## config.mk

```make
export PLATFORM = sky130hd
export DESIGN_NAME = adc_scan_seq
export DESIGN_NICKNAME = d
export VERILOG_FILES = /design/src/rtl/adc_seq_pkg.sv /design/src/rtl/adc_seq_trig.sv /design/src/rtl/adc_seq_chan_pick.sv /design/src/rtl/adc_seq_avg.sv /design/src/rtl/adc_scan_seq.sv
export SDC_FILE = /design/constraint.sdc
export NUM_CORES = 1
export LEC_CHECK = 0
export BUFFER_PORTS_ARGS = -buffer_cell sky130_fd_sc_hd__buf_4
export CAP_MARGIN = 0
export CORE_MARGIN = 2
export CORE_UTILIZATION = 50
export CTS_CLUSTER_SIZE = 25
export DETAILED_ROUTE_END_ITERATION = 10
export PLACE_DENSITY = 0.75
export SLEW_MARGIN = 20
export SYNTH_ARGS = -nofsm -noshare
export SYNTH_HDL_FRONTEND = slang
export SYNTH_HIERARCHICAL = 1
export SYNTH_SLANG_ARGS = --single-unit
```

## constraint.sdc

```tcl
create_clock -name clk -period 8.5 [get_ports clk]
set_input_delay 0.85 -clock clk [delete_from_list [all_inputs] [get_ports clk]]
set_output_delay 0.85 -clock clk [all_outputs]
set_load 0.01 [all_outputs]
```

## src/rtl/adc_seq_pkg.sv

```systemverilog
package adc_seq_pkg;

  typedef enum logic [1:0] {
    SQ_IDLE = 2'd0,
    SQ_ACQ  = 2'd1,
    SQ_CONV = 2'd2
  } seq_state_e;

  typedef enum logic [1:0] {
    TM_FW    = 2'd0,
    TM_EDGE  = 2'd1,
    TM_LEVEL = 2'd2,
    TM_SPARE = 2'd3
  } trig_mode_e;

endpackage

```

## src/rtl/adc_seq_trig.sv

```systemverilog
module adc_seq_trig
  import adc_seq_pkg::*;
(
  input  logic       clk,
  input  logic       rst_n,
  input  logic [1:0] trig_mode,
  input  logic       cont_en,
  input  logic       fw_start,
  input  logic       hw_trig,
  input  logic       busy,
  input  logic       accept,
  output logic       scan_req,
  output logic       coll_evt
);

  trig_mode_e mode_q, mode_d;
  logic       hw_q;
  logic       pend_q, pend_d;
  logic       hw_rise, evt;

  // the mode is only taken over while no scan runs
  always_comb begin
    mode_d   = busy ? mode_q : trig_mode_e'(trig_mode);
    hw_rise  = hw_trig & ~hw_q;
    evt      = ~cont_en & (fw_start | ((mode_q == TM_EDGE) & hw_rise));
    coll_evt = evt & busy;
    // an idle event that coincides with an acceptance is the same scan
    pend_d   = (evt & (busy | ~accept)) | (pend_q & ~accept);
    scan_req = cont_en | pend_q | ((mode_q == TM_LEVEL) & hw_trig);
  end

  always_ff @(posedge clk or negedge rst_n) begin
    if (!rst_n) begin
      mode_q <= TM_FW;
      hw_q   <= 1'b0;
      pend_q <= 1'b0;
    end else begin
      mode_q <= mode_d;
      hw_q   <= hw_trig;
      pend_q <= pend_d;
    end
  end

  // mode register frozen while a scan runs
  p_mode_frozen_r11: assert property (@(posedge clk) disable iff (!rst_n)
    busy |=> $stable(mode_q));

  // a collision leaves the trigger pending
  p_coll_pending_r9: assert property (@(posedge clk) disable iff (!rst_n)
    coll_evt |=> pend_q);

  // nothing collides in continuous mode
  p_cont_quiet_r8: assert property (@(posedge clk) disable iff (!rst_n)
    cont_en |-> !coll_evt);

endmodule

```

## src/rtl/adc_seq_chan_pick.sv

```systemverilog
module adc_seq_chan_pick #(
  parameter int NCH = 16,
  parameter int CHW = $clog2(NCH)
) (
  input  logic [NCH-1:0] mask,
  input  logic [CHW-1:0] cur,
  input  logic           from_start,
  output logic           found,
  output logic [CHW-1:0] idx
);

  // lowest enabled channel, either overall or above the current one
  always_comb begin
    found = 1'b0;
    idx   = '0;
    for (int i = NCH - 1; i >= 0; i--) begin
      if (mask[i] && (from_start || (i > int'(cur)))) begin
        found = 1'b1;
        idx   = CHW'(i);
      end
    end
  end

endmodule

```

## src/rtl/adc_seq_avg.sv

```systemverilog
module adc_seq_avg #(
  parameter int DW   = 12,
  parameter int CNTW = 8,
  parameter int LW   = $clog2(CNTW + 1)
) (
  input  logic          clk,
  input  logic          rst_n,
  input  logic          sample_en,
  input  logic          avg_on,
  input  logic [LW-1:0] log2n,
  input  logic [DW-1:0] data,
  output logic          last_sample,
  output logic [DW-1:0] avg_res
);

  localparam int AW = DW + CNTW;

  logic [AW-1:0]   acc_q, acc_d, sum;
  logic [CNTW-1:0] cnt_q, cnt_d;
  logic [CNTW:0]   target;

  always_comb begin
    target      = (CNTW + 1)'(1) << log2n;
    last_sample = ~avg_on | ({1'b0, cnt_q} == target - (CNTW + 1)'(1));
    sum         = acc_q + AW'(data);
    avg_res     = avg_on ? DW'(sum >> log2n) : data;
    acc_d       = acc_q;
    cnt_d       = cnt_q;
    if (sample_en) begin
      if (last_sample) begin
        acc_d = '0;
        cnt_d = '0;
      end else begin
        acc_d = sum;
        cnt_d = cnt_q + CNTW'(1);
      end
    end
  end

  always_ff @(posedge clk or negedge rst_n) begin
    if (!rst_n) begin
      acc_q <= '0;
      cnt_q <= '0;
    end else begin
      acc_q <= acc_d;
      cnt_q <= cnt_d;
    end
  end

  // a finished channel leaves a clean accumulator for the next one
  p_acc_clean_r3: assert property (@(posedge clk) disable iff (!rst_n)
    (sample_en && last_sample) |=> (acc_q == '0) && (cnt_q == '0));

endmodule

```

## src/rtl/adc_scan_seq.sv

```systemverilog
module adc_scan_seq
  import adc_seq_pkg::*;
#(
  parameter int NCH   = 16,
  parameter int DW    = 12,
  parameter int ATW   = 8,
  parameter int NSLOT = 4,
  parameter int AVGW  = 3
) (
  input  logic                              clk,
  input  logic                              rst_n,
  input  logic [NCH-1:0]                    chan_en,
  input  logic [NCH*$clog2(NSLOT)-1:0]      acq_sel,
  input  logic [NSLOT*ATW-1:0]              acq_time,
  input  logic [NCH-1:0]                    avg_en,
  input  logic [AVGW-1:0]                   avg_code,
  input  logic [1:0]                        trig_mode,
  input  logic                              cont_en,
  input  logic                              fw_start,
  input  logic                              hw_trig,
  output logic                              conv_start,
  output logic [$clog2(NCH)-1:0]            conv_ch,
  input  logic                              conv_done,
  input  logic [DW-1:0]                     conv_data,
  output logic [NCH*DW-1:0]                 result,
  output logic                              busy,
  output logic                              irq_eos,
  output logic                              irq_coll,
  input  logic [1:0]                        irq_clr
);

  localparam int CHW  = $clog2(NCH);
  localparam int SW   = $clog2(NSLOT);
  localparam int CNTW = 2 ** AVGW;
  localparam int LW   = $clog2(CNTW + 1);

  // reset: asserted asynchronously, released on a clock edge
  logic [1:0] rs_q;
  logic       rst_ns;

  always_ff @(posedge clk or negedge rst_n) begin
    if (!rst_n) rs_q <= 2'b00;
    else        rs_q <= {rs_q[0], 1'b1};
  end
  assign rst_ns = rs_q[1];

  seq_state_e     state_q, state_d;
  logic [CHW-1:0] ch_q, ch_d, ld_ch;
  logic [ATW-1:0] acq_q, acq_d;
  logic [SW-1:0]  ld_slot;
  logic           eos_q, eos_d, coll_q, coll_d;
  logic [DW-1:0]  res_q [NCH];

  logic           first_ok, nxt_ok;
  logic [CHW-1:0] first_idx, nxt_idx;
  logic           scan_req, coll_evt, accept;
  logic           sample_en, last_sample, res_we, scan_end;
  logic [DW-1:0]  avg_res;
  logic [LW-1:0]  log2n;

  adc_seq_trig u_trig (
    .clk       (clk),
    .rst_n     (rst_ns),
    .trig_mode (trig_mode),
    .cont_en   (cont_en),
    .fw_start  (fw_start),
    .hw_trig   (hw_trig),
    .busy      (busy),
    .accept    (accept),
    .scan_req  (scan_req),
    .coll_evt  (coll_evt)
  );

  adc_seq_chan_pick #(.NCH(NCH), .CHW(CHW)) u_pick_first (
    .mask       (chan_en),
    .cur        (ch_q),
    .from_start (1'b1),
    .found      (first_ok),
    .idx        (first_idx)
  );

  adc_seq_chan_pick #(.NCH(NCH), .CHW(CHW)) u_pick_next (
    .mask       (chan_en),
    .cur        (ch_q),
    .from_start (1'b0),
    .found      (nxt_ok),
    .idx        (nxt_idx)
  );

  assign log2n = LW'(avg_code) + LW'(1);

  adc_seq_avg #(.DW(DW), .CNTW(CNTW), .LW(LW)) u_avg (
    .clk         (clk),
    .rst_n       (rst_ns),
    .sample_en   (sample_en),
    .avg_on      (avg_en[ch_q]),
    .log2n       (log2n),
    .data        (conv_data),
    .last_sample (last_sample),
    .avg_res     (avg_res)
  );

  always_comb begin
    busy       = (state_q != SQ_IDLE);
    conv_start = (state_q == SQ_ACQ) && (acq_q == '0);
    conv_ch    = ch_q;
    sample_en  = (state_q == SQ_CONV) && conv_done;
    res_we     = sample_en && last_sample;
    scan_end   = res_we && !nxt_ok;
    accept     = scan_req && first_ok && ((state_q == SQ_IDLE) || scan_end);
  end

  // channel whose acquisition time is loaded on the next entry into ACQ
  always_comb begin
    if ((state_q == SQ_CONV) && !last_sample) ld_ch = ch_q;
    else if ((state_q == SQ_CONV) && nxt_ok)  ld_ch = nxt_idx;
    else                                      ld_ch = first_idx;
    ld_slot = acq_sel[int'(ld_ch)*SW +: SW];
  end

  always_comb begin
    state_d = state_q;
    ch_d    = ch_q;
    acq_d   = acq_q;
    unique case (state_q)
      SQ_IDLE: begin
        if (accept) begin
          state_d = SQ_ACQ;
          ch_d    = first_idx;
          acq_d   = acq_time[int'(ld_slot)*ATW +: ATW];
        end
      end
      SQ_ACQ: begin
        if (acq_q == '0) state_d = SQ_CONV;
        else             acq_d   = acq_q - ATW'(1);
      end
      SQ_CONV: begin
        if (sample_en) begin
          if (!last_sample || nxt_ok || accept) begin
            state_d = SQ_ACQ;
            ch_d    = ld_ch;
            acq_d   = acq_time[int'(ld_slot)*ATW +: ATW];
          end else begin
            state_d = SQ_IDLE;
          end
        end
      end
      default: state_d = SQ_IDLE;
    endcase
  end

  always_comb begin
    eos_d  = scan_end | (eos_q & ~irq_clr[0]);
    coll_d = coll_evt | (coll_q & ~irq_clr[1]);
  end

  always_ff @(posedge clk or negedge rst_ns) begin
    if (!rst_ns) begin
      state_q <= SQ_IDLE;
      ch_q    <= '0;
      acq_q   <= '0;
      eos_q   <= 1'b0;
      coll_q  <= 1'b0;
    end else begin
      state_q <= state_d;
      ch_q    <= ch_d;
      acq_q   <= acq_d;
      eos_q   <= eos_d;
      coll_q  <= coll_d;
    end
  end

  for (genvar c = 0; c < NCH; c++) begin : g_res
    always_ff @(posedge clk or negedge rst_ns) begin
      if (!rst_ns)                          res_q[c] <= '0;
      else if (res_we && (ch_q == CHW'(c))) res_q[c] <= avg_res;
    end
    assign result[c*DW +: DW] = res_q[c];
  end

  assign irq_eos  = eos_q;
  assign irq_coll = coll_q;

  // start is a single-cycle pulse
  p_start_pulse_r13: assert property (@(posedge clk) disable iff (!rst_ns)
    conv_start |=> !conv_start);

  // no second start while a conversion is outstanding
  p_one_outstanding_r13: assert property (@(posedge clk) disable iff (!rst_ns)
    ((state_q == SQ_CONV) && !conv_done) |=> !conv_start);

  // end of scan raises the flag
  p_eos_set_r10: assert property (@(posedge clk) disable iff (!rst_ns)
    scan_end |=> irq_eos);

  // flag stays until cleared
  p_eos_sticky_r10: assert property (@(posedge clk) disable iff (!rst_ns)
    (irq_eos && !irq_clr[0]) |=> irq_eos);

  // collision raises its flag
  p_coll_set_r9: assert property (@(posedge clk) disable iff (!rst_ns)
    coll_evt |=> irq_coll);

  // busy ends together with the end-of-scan flag
  p_busy_end_r11: assert property (@(posedge clk) disable iff (!rst_ns)
    $fell(busy) |-> irq_eos);

endmodule

```

Word level (Yosys, flattened, before mapping)
Cells that the tools add are included.
{ "op_classes": {"n_eq_ne": 25, "muxes": 83, "order_cmp": 16, "bitwise_logic": 23, "reduce_logical": 53, "n_shift": 4, "add_sub_neg": 5} }
{ "ops": {"columns": ["cell", "n"], "rows": [
  ["$mux 4", 36],
  ["$mux 8", 5],
  ["$logic_and 1x1->1", 39],
  ["$mux 1", 33],
  ["$eq 4x4->1 const B", 8],
  ["$gt 4x4->1 const A", 8],
  ["$shiftx 32x6->2", 1],
  ["$shiftx 32x6->8", 1],
  ["$pmux 8 s3", 1],
  ["$add 20x12->20", 1],
  ["$mux 20", 1],
  ["$shr 20x4->12", 1],
  ["$eq 4x3->1 const B", 4],
  ["$gt 3x4->1 const A", 4],
  ["$mux 12", 1],
  ["$and 1x1->1", 9],
  ["$eq 8x9->1", 1],
  ["$shl 1x4->9 const A", 1],
  ["$sub 9x1->9 const B", 1],
  ["$add 8x1->8 const B", 1],
  ["$eq 4x2->1 const B", 2],
  ["$gt 2x4->1 const A", 2],
  ["$logic_not 8->1", 1],
  ["$or 1x1->1", 8],
  ["other kinds (23)", 39]
]} }
{ "totals": {"out_inout_bits": 200, "in_bits": 121, "wordCells": 236, "reg_bits": 242} }

Depth between registers and ports, before layout
Gate-level depths: netlist (run 1).
{ "logic_depth": {"depth_word": 25, "ltp_mapped": 24} }

Modules after synthesis
Netlist (run 1), hierarchy kept.
{ "modules_own_cells": {"columns": ["module", "instances", "area_each_um2", "cells_each"], "rows": [
  ["adc_scan_seq", 1, 9063.7, 647],
  ["adc_seq_avg", 1, 3530.9, 469],
  ["adc_seq_chan_pick", 2, 530.5, 82],
  ["adc_seq_trig", 1, 176.4, 15]
]} }

Worst setup path after synthesis (run 1)
OpenSTA, ideal clock, no wires.
{ "synth_path": {"kind": "input to register", "from": "in avg_code[2]", "to": "reg acq_q[1]", "required_time_ps": 8377, "path_slack_ps": 2807, "arrival_time_ps": 5570, "cell_stages": 21, "setup_time_ps": 123, "cell_sequence": "and3_1 -> buf_2 -> buf_1 -> clkbuf_1 -> nor3_1 -> nand2_1 -> ha_1 -> clkbuf_1 -> nor3b_1 -> o211ai_1 -> a21boi_0 -> o2111ai_1 -> o41ai_4 -> buf_2 -> clkbuf_1 -> o21ai_4 -> nand2_2 -> mux4_2 -> mux2i_4 -> mux2_2 -> o221a_1"} }
{ "synth_between": {"elab_chain_cells": 13, "elab_cells_between_ends": 23} }
{ "synth_rtl": {"columns": ["element", "line", "source"], "rows": [
  ["from (decl)", "adc_scan_seq.sv:16", "input logic [AVGW-1:0] avg_code,"],
  ["$add 3x1->4 (*)", "adc_scan_seq.sv:90", "assign log2n = LW'(avg_code) + LW'(1);"],
  ["$shl 1x4->9 (*)", "adc_seq_avg.sv:23", "target = (CNTW + 1)'(1) << log2n;"],
  ["$sub 9x1->9 (*)", "adc_seq_avg.sv:24", "last_sample = ~avg_on | ({1'b0, cnt_q} == target - (CNTW + 1)'(1));"],
  ["$eq 8x9->1 (*)", "adc_seq_avg.sv:24", null],
  ["$or 1x1->1 (*)", "adc_seq_avg.sv:24", null],
  ["via last_sample", "adc_scan_seq.sv:57", "logic sample_en, last_sample, res_we, scan_end;"],
  ["$logic_not 1->1", "adc_scan_seq.sv:115, adc_scan_seq.sv:139", null],
  ["$logic_and 1x1->1", "adc_scan_seq.sv:115", "if ((state_q == SQ_CONV) && !last_sample) ld_ch = ch_q;"],
  ["$mux 4", "adc_scan_seq.sv:115", null],
  ["$shiftx 32x6->2", "adc_scan_seq.sv:118", "ld_slot = acq_sel[int'(ld_ch)*SW +: SW];"],
  ["$shiftx 32x6->8", "adc_scan_seq.sv:130, adc_scan_seq.sv:142", null],
  ["$mux 8", "adc_scan_seq.sv:139", "if (!last_sample || nxt_ok || accept) begin"],
  ["$mux 8", "adc_scan_seq.sv:138", "if (sample_en) begin"],
  ["$pmux 8 s3", "adc_scan_seq.sv:125", "unique case (state_q)"],
  ["to (signal assigned)", "adc_scan_seq.sv:167", "acq_q <= acq_d;"],
  ["to (decl)", "adc_scan_seq.sv:49", "logic [ATW-1:0] acq_q, acq_d;"]
]} }
The timed path passes the listed nets; every way through them passes the cells marked *. The select of a mux whose other input is x is not followed.
A chain may end at the register's enable or synchronous reset.

Final worst setup path (run 1)
{ "layout_path": {"from": "in avg_code[0]", "to": "reg acq_q[1]"} }
{ "layout_between": {"elab_chain_cells": 13, "elab_cells_between_ends": 23} }
{ "layout_rtl": {"columns": ["element", "line", "source"], "rows": [
  ["$add 3x1->4 (*)", "adc_scan_seq.sv:90", null],
  ["via log2n[1]", "adc_scan_seq.sv:59", "logic [LW-1:0] log2n;"],
  ["$shl 1x4->9 (*)", "adc_seq_avg.sv:23", null],
  ["$sub 9x1->9 (*)", "adc_seq_avg.sv:24", null],
  ["$eq 8x9->1 (*)", "adc_seq_avg.sv:24", null],
  ["$or 1x1->1 (*)", "adc_seq_avg.sv:24", null],
  ["via last_sample", "adc_scan_seq.sv:57", null],
  ["$logic_not 1->1", "adc_scan_seq.sv:115, adc_scan_seq.sv:139", null],
  ["$logic_and 1x1->1", "adc_scan_seq.sv:115", null],
  ["$mux 4", "adc_scan_seq.sv:115", null],
  ["$shiftx 32x6->2", "adc_scan_seq.sv:118", null],
  ["$shiftx 32x6->8", "adc_scan_seq.sv:130, adc_scan_seq.sv:142", null],
  ["$mux 8", "adc_scan_seq.sv:139", null],
  ["$mux 8", "adc_scan_seq.sv:138", null],
  ["$pmux 8 s3", "adc_scan_seq.sv:125", null]
]} }
Marked as above.

==> results of run 1 <==
## routing by layer
metal / vias to the layer above / global-route usage, % / routed length, µm
li1: 5370 / - / -
met1: 5832 / 37.1 / 17500
met2: 491 / 48.3 / 20200
met3: 88 / 8.35 / 3830
met4: 0 / 9.36 / 1400
met5: - / 0 / 0
## critical path, cell delays in order
cell	delay, ns
buf_4	0.12
ha_1	0.75
nor3_1	0.17
nand2_1	0.11
ha_1	0.35
nor3b_1	0.30
o211ai_1	0.13
a21boi_0	0.19
o2111ai_1	0.17
o41ai_4	0.61
nor2b_1	0.16
o21ai_2	0.32
nand2_4	0.15
mux2i_1	0.14
mux4_2	0.50
mux2i_4	0.59
mux2_2	0.41
o221a_1	0.22
## report_power, final
part	total (mW)	switching [mW]	leakage, nW	internal (mW)
logic	1.52	1.01	4.89	0.510
registers	1.27	0.0652	3.31	1.20
clock network	1.18	0.473	0.441	0.706
## synthesized netlist by cell type (14+ instances only)
library cell	n
mux2_2	198
nor3_1	15
xnor2_1	14
nand3_1	31
a21oi_1	44
nor2_1	82
nand2_1	88
nand2b_1	20
a211oi_1	16
a31oi_1	16
buf_2	16
mux2i_1	36
o21ai_0	64
clkbuf_1	50
inv_1	40
dfrtp_1	242
ha_1	17
## final cells by class
| class | count | area share (%) |
|---|---|---|
| clock inverters | 10 | 0.688 |
| repair buffers | 341 | 14.7 |
| flip-flops and latches | 242 | 34.7 |
| multi-input cells | 942 | 42.0 |
| well taps | 341 | 2.45 |
| clock buffers | 37 | 4.49 |
| inverters | 41 | 0.882 |
## worst min-delay path by stage
stage,from,end,cells after the start
2_1_floorplan,rs_q[0],rs_q[1],0
3_3_place_gp,rs_q[0],rs_q[1],0
3_5_place_dp,rs_q[0],rs_q[1],0
4_1_cts,rst_n,rs_q[1],1
5_1_grt,rst_n,rs_q[1],1
6_report,rst_n,rs_q[1],1
## flip-flops by register name (all words and copies together), names as in the netlist
signal and count:
u_avg/cnt_q 8, rs_q 2, u_avg/acc_q 20, acq_q 8
u_trig/pend_q 1, u_trig/mode_q 2, irq_coll 1, state_q 2
u_trig/hw_q 1, conv_ch 4, result 192, irq_eos 1
## cell families after synthesis
logic type,after synthesis,synth area share (%)
compound gates,312,16.1
buf+inv,124,4.03
fa+ha+maj,18,1.68
other cells,2,0.0543
xor+xnor,26,1.65
simple gates,325,12.1
mux,246,20.6
flops,242,43.8
## through the flow
step | instances | power, mW | area (µm²) | utilization, %
finish | 1954 | 3.96 | 17400 | 64.6
global route | 1954 | 4.15 | 17400 | 64.6
CTS | 1954 | 3.97 | 17400 | 64.5
detailed placement | 1907 | 2.78 | 16500 | 61.2
global placement | 1907 | 2.77 | 16500 | 61.2
floorplan | 1308 | 2.26 | 13900 | -
==> flow_summary.rst, run 1 <==
.. list-table::
   :header-rows: 1

   * - Metric
     - Value
   * - Total leakage power
     - 8.64 nW
   * - Summed instance area of the synthesized netlist
     - 13,800 µm²
   * - CTS tree
     - built
   * - Hold Vio Cnt, Final
     - 0
   * - Seq/Total Area, Yosys
     - 43.8%
   * - Crit Reg-Reg Endpoint
     - acq_q[1]
   * - Total negative slack
     - 0 ns
   * - Clock latency at the later pin of the worst-skew pair
     - 0.53 ns
   * - Worst vdd ir
     - 167 µV
   * - Worst Setup End Kind
     - flop
   * - Setup repair after global routing missed its margin
     - false
   * - Number of clock buffers inserted by TritonCTS
     - 27
   * - Path depth of the worst reg2reg path
     - 12
   * - Count of synthesis-stage warnings from yosys
     - 6
   * - Minimum hold slack
     - 0.0829 ns
   * - Maximum number of pins on one net before global-route repair
     - 188
   * - Root buffer cell
     - clkbuf_16
   * - Number of levels in the clock H-tree
     - 1
   * - N_diodes
     - 0
   * - Antenna violations before repair
     - 0
   * - Tightest slew margin relative to the limit
     - 28.0%
   * - Actual slew at the worst max-slew pin
     - 1.08 ns
   * - Count of nets left with antenna violations after detail routing
     - 0
   * - Achievable frequency
     - 172 MHz
   * - Endpoint arrival time on the critical path
     - 6.25 ns
   * - Setup crit start kind
     - input port
   * - Final GP Congestion
     - 0.963
   * - Critical setup path kind
     - in2reg
   * - Leading cell type in the layout, fill and taps excluded
     - buf_4
   * - Number of instances resized during post-cts repair
     - 0
   * - Outcome
     - finished clean
   * - Sinks on the clock net
     - 242
   * - Final setup vio count
     - 0
   * - Distinct cells, synth
     - 100
   * - Multi-input combinational cell area
     - 7330 µm²
   * - Final period demand of the worst path
     - 5.82 ns
   * - Placeable core area
     - 27,000 µm²
   * - Chip Width
     - 170 µm
   * - Relative area change from synthesis to final layout
     - 26.1%
   * - Standard-cell rows
     - 60
   * - Total of fill cells in the finished design
     - 2,187
   * - Global router's overall resource usage
     - 29.2%
   * - Leading post-synthesis cells by cell area
     - dfrtp_1, mux2_2, mux2i_1
   * - Global-route wire length before repair
     - 66.0 mm
   * - Main flop type after synthesis
     - dfrtp_1
   * - Post-synth ARST share
     - 100%
   * - Initial standard-cell utilization of the core
     - 51.2%
   * - Average detailed-routed wire length per instance
     - 22.0 µm
   * - Vertical die dimension
     - 170 µm
   * - Detailed Place HPWL
     - 31.1 mm
   * - Pre-CTS WS
     - 2.21 ns
   * - Largest buffer count on any clock path
     - 3
   * - Fraction of post-synthesis cell area in the top cell type by area
     - 43.8%
   * - Share of the clock period used by the worst path after layout
     - 68.5%
   * - Number of nets in the layout
     - 1,734
   * - Vias in the first global route
     - 11.7k
   * - Cell taking the most area after synthesis
     - dfrtp_1
   * - First DRT Iteration DRCs
     - 865
   * - Max-cap violations
     - 0
   * - Number of flip-flops and latches in the synthesized netlist
     - 242
   * - Hold Crit Class
     - in2async
   * - I/O Buffers
     - 320
   * - Slack of the worst reg-to-reg path
     - 3.62 ns
   * - Global route total overflow
     - 0
   * - Max Transition Viols Final
     - 0
   * - Drt pass-1 iters
     - 5
   * - Layout cell share with drive strength beyond 1
     - 40.5%
   * - Hold-fix buffers, CTS
     - 0
   * - CTS clk-pin slew, worst paths
     - 0.06 ns
   * - Worst path setup slack after routing
     - 2.68 ns
   * - Routed via count
     - 11.8k
   * - Origin of the worst setup path
     - avg_code[0]
   * - R2R Path Start
     - conv_ch[1]
   * - Post-CTS Setup Repair Bufs
     - 0
   * - Power density over the cells
     - 227 nW/µm²
   * - Most frequent cells in the layout
     - buf_4, dfrtp_1, mux2_2
   * - Post-synthesis cell count
     - 1,295
   * - Final worst clock skew
     - 0.0237 ns
   * - Boundary pin count
     - 321
   * - DRC violations left
     - 0
   * - Mean number of vias per cell
     - 6.03
   * - Mean instance size in the synthesized netlist
     - 10.7 µm²
   * - Maximum fanout along the worst path
     - 22
   * - Sequential cell area in the final layout
     - 6060 µm²
   * - EDFF count, synth
     - 0
   * - Timing endpoint of the critical path
     - acq_q[1]
   * - Data required time of the critical path
     - 8.92 ns
   * - Area of the die
     - 29,000 µm²
   * - Total wirelength of the detailed-routed design
     - 43.0 mm
(Power assumes the default switching activity.)
==> run 2: changes to the inputs <==
Clock period 8.5 ns to 5.95 ns, I/O delays scaled along.
==> flow_summary.rst, run 2 (synthesis results as in run 1) <==
.. list-table::
   :header-rows: 1

   * - Metric
     - Value
   * - Outcome
     - finished clean
   * - Hold Vio Cnt, Final
     - 0
   * - Most frequent cells in the layout
     - buf_4, dfrtp_1, mux2_2
   * - Sequential cell area in the final layout
     - 6060 µm²
   * - Endpoint arrival time on the critical path
     - 5.38 ns
   * - Tightest slew margin relative to the limit
     - 36.6%
   * - Final period demand of the worst path
     - 5.00 ns
   * - Relative area change from synthesis to final layout
     - 26.5%
   * - Critical setup path kind
     - in2reg
   * - Count of nets left with antenna violations after detail routing
     - 0
   * - Power density over the cells
     - 319 nW/µm²
   * - Number of levels in the clock H-tree
     - 1
   * - Final worst clock skew
     - 0.0159 ns
   * - Minimum hold slack
     - 0.214 ns
   * - Hold-fix buffers, CTS
     - 1
   * - Largest buffer count on any clock path
     - 3
   * - Post-CTS Setup Repair Bufs
     - 0
   * - CTS tree
     - built
   * - Total wirelength of the detailed-routed design
     - 42.9 mm
   * - Antenna violations before repair
     - 0
   * - Mean number of vias per cell
     - 6.00
   * - Worst Setup End Kind
     - flop
   * - Post-route core utilization
     - 64.7%
   * - Total negative slack
     - 0 ns
   * - Total leakage power
     - 8.70 nW
   * - Leading cell type in the layout, fill and taps excluded
     - buf_4
   * - First DRT Iteration DRCs
     - 866
   * - DRC violations left
     - 0
   * - Pre-CTS WS
     - 0.483 ns
   * - Routed via count
     - 11.8k
   * - Number of instances resized during post-cts repair
     - 0
   * - Worst path setup slack after routing
     - 0.946 ns
   * - I/O Buffers
     - 320
   * - Initial standard-cell utilization of the core
     - 51.2%
   * - Data required time of the critical path
     - 6.33 ns
   * - Root buffer cell
     - clkbuf_16
   * - Achievable frequency
     - 200 MHz
   * - Placeable core area
     - 27,000 µm²
   * - N_diodes
     - 0
   * - Detailed Place HPWL
     - 31.5 mm
   * - Clock latency at the later pin of the worst-skew pair
     - 0.52 ns
   * - CTS clk-pin slew, worst paths
     - 0.07 ns
   * - Maximum fanout along the worst path
     - 10
   * - Total chip power
     - 5.59 mW
   * - Global-route wire length before repair
     - 67.3 mm
   * - Number of clock buffers inserted by TritonCTS
     - 25
   * - Standard-cell rows
     - 60
   * - Boundary pin count
     - 321
   * - Flip-flop count of the largest register after layout
     - 192
   * - Total of fill cells in the finished design
     - 2,119
   * - Global router's overall resource usage
     - 29.4%
   * - Chip Width
     - 170 µm
   * - Layout cell share with drive strength beyond 1
     - 40.6%
   * - Number of nets in the layout
     - 1,753
   * - Share of the clock period used by the worst path after layout
     - 84.1%
   * - Multi-input combinational cell area
     - 7310 µm²
   * - Max Transition Viols Final
     - 0
   * - Drt pass-1 iters
     - 6
   * - Actual slew at the worst max-slew pin
     - 0.936 ns
   * - Final GP Congestion
     - 0.935
   * - Vertical die dimension
     - 170 µm
   * - Vias in the first global route
     - 12.2k
   * - Hold Crit Class
     - in2reg
   * - Global route total overflow
     - 0
   * - Maximum number of pins on one net before global-route repair
     - 184
   * - Area of the die
     - 29,000 µm²
   * - Setup repair after global routing missed its margin
     - false
   * - Final setup vio count
     - 0
   * - Sinks on the clock net
     - 242
   * - Setup crit start kind
     - input port
   * - Average detailed-routed wire length per instance
     - 21.8 µm
   * - Worst vdd ir
     - 265 µV
   * - Max-cap violations
     - 0
## run 2: worst paths after layout
path,from,endpoint,slack [ns],depth (start not counted)
max,avg_code[0],acq_q[0],0.95,21
max reg2reg,conv_ch[0],acq_q[0],1.01,13
min,hw_trig,u_trig/hw_q,0.21,1
min reg2reg,rs_q[0],rs_q[1],0.36,0
max in group asynchronous,rs_q[1],u_avg/acc_q[6],4.07,1
min in group asynchronous,rst_n,rs_q[1],0.38,2
## run 2: where the power goes
group	internal (mW)	leakage [nW]	switching (mW)	total (mW)
registers	1.72	3.31	0.137	1.86
logic	0.759	5.00	1.41	2.17
clock network	0.914	0.394	0.650	1.56
## run 2: final cells by class
type / instances / share of cell area (%)
Timing Repair Buffer: 362 / 15.6
Multi-Input combinational cell: 942 / 41.8
Inverter: 41 / 0.880
Sequential cell: 242 / 34.6
Clock buffer: 38 / 4.31
Clock inverter: 5 / 0.336
Tap cell: 341 / 2.44
## run 2: critical path: stages
cell,delay (ns)
buf_4,0.12
ha_1,0.19
xor2_1,0.16
nor3_1,0.26
nand2_1,0.10
ha_1,0.32
o21ba_2,0.28
o211ai_1,0.07
a21boi_0,0.21
o2111ai_1,0.21
o41ai_4,0.47
buf_4,0.25
nand2b_1,0.08
a21boi_0,0.44
o21ai_0,0.16
a32oi_1,0.25
mux2i_1,0.15
mux2i_4,0.40
buf_4,0.28
mux2i_1,0.23
o221ai_1,0.13
## run 2: per-stage QoR
stage | instances | cell area [µm²]
2_1_floorplan | 1308 | 13900
3_3_place_gp | 1927 | 16700
3_5_place_dp | 1927 | 16700
4_1_cts | 1971 | 17500
5_1_grt | 1971 | 17500
6_report | 1971 | 17500
## run 2: metal layers
metal	share of wire, %	routed length, µm	vias up	track usage, %
met1	40	17200	5873	36.6
met5	0	0	-	0
met3	8.9	3820	89	9.09
li1	-	-	5415	-
met2	48	20500	452	48.5
met4	3.3	1410	0	10.3
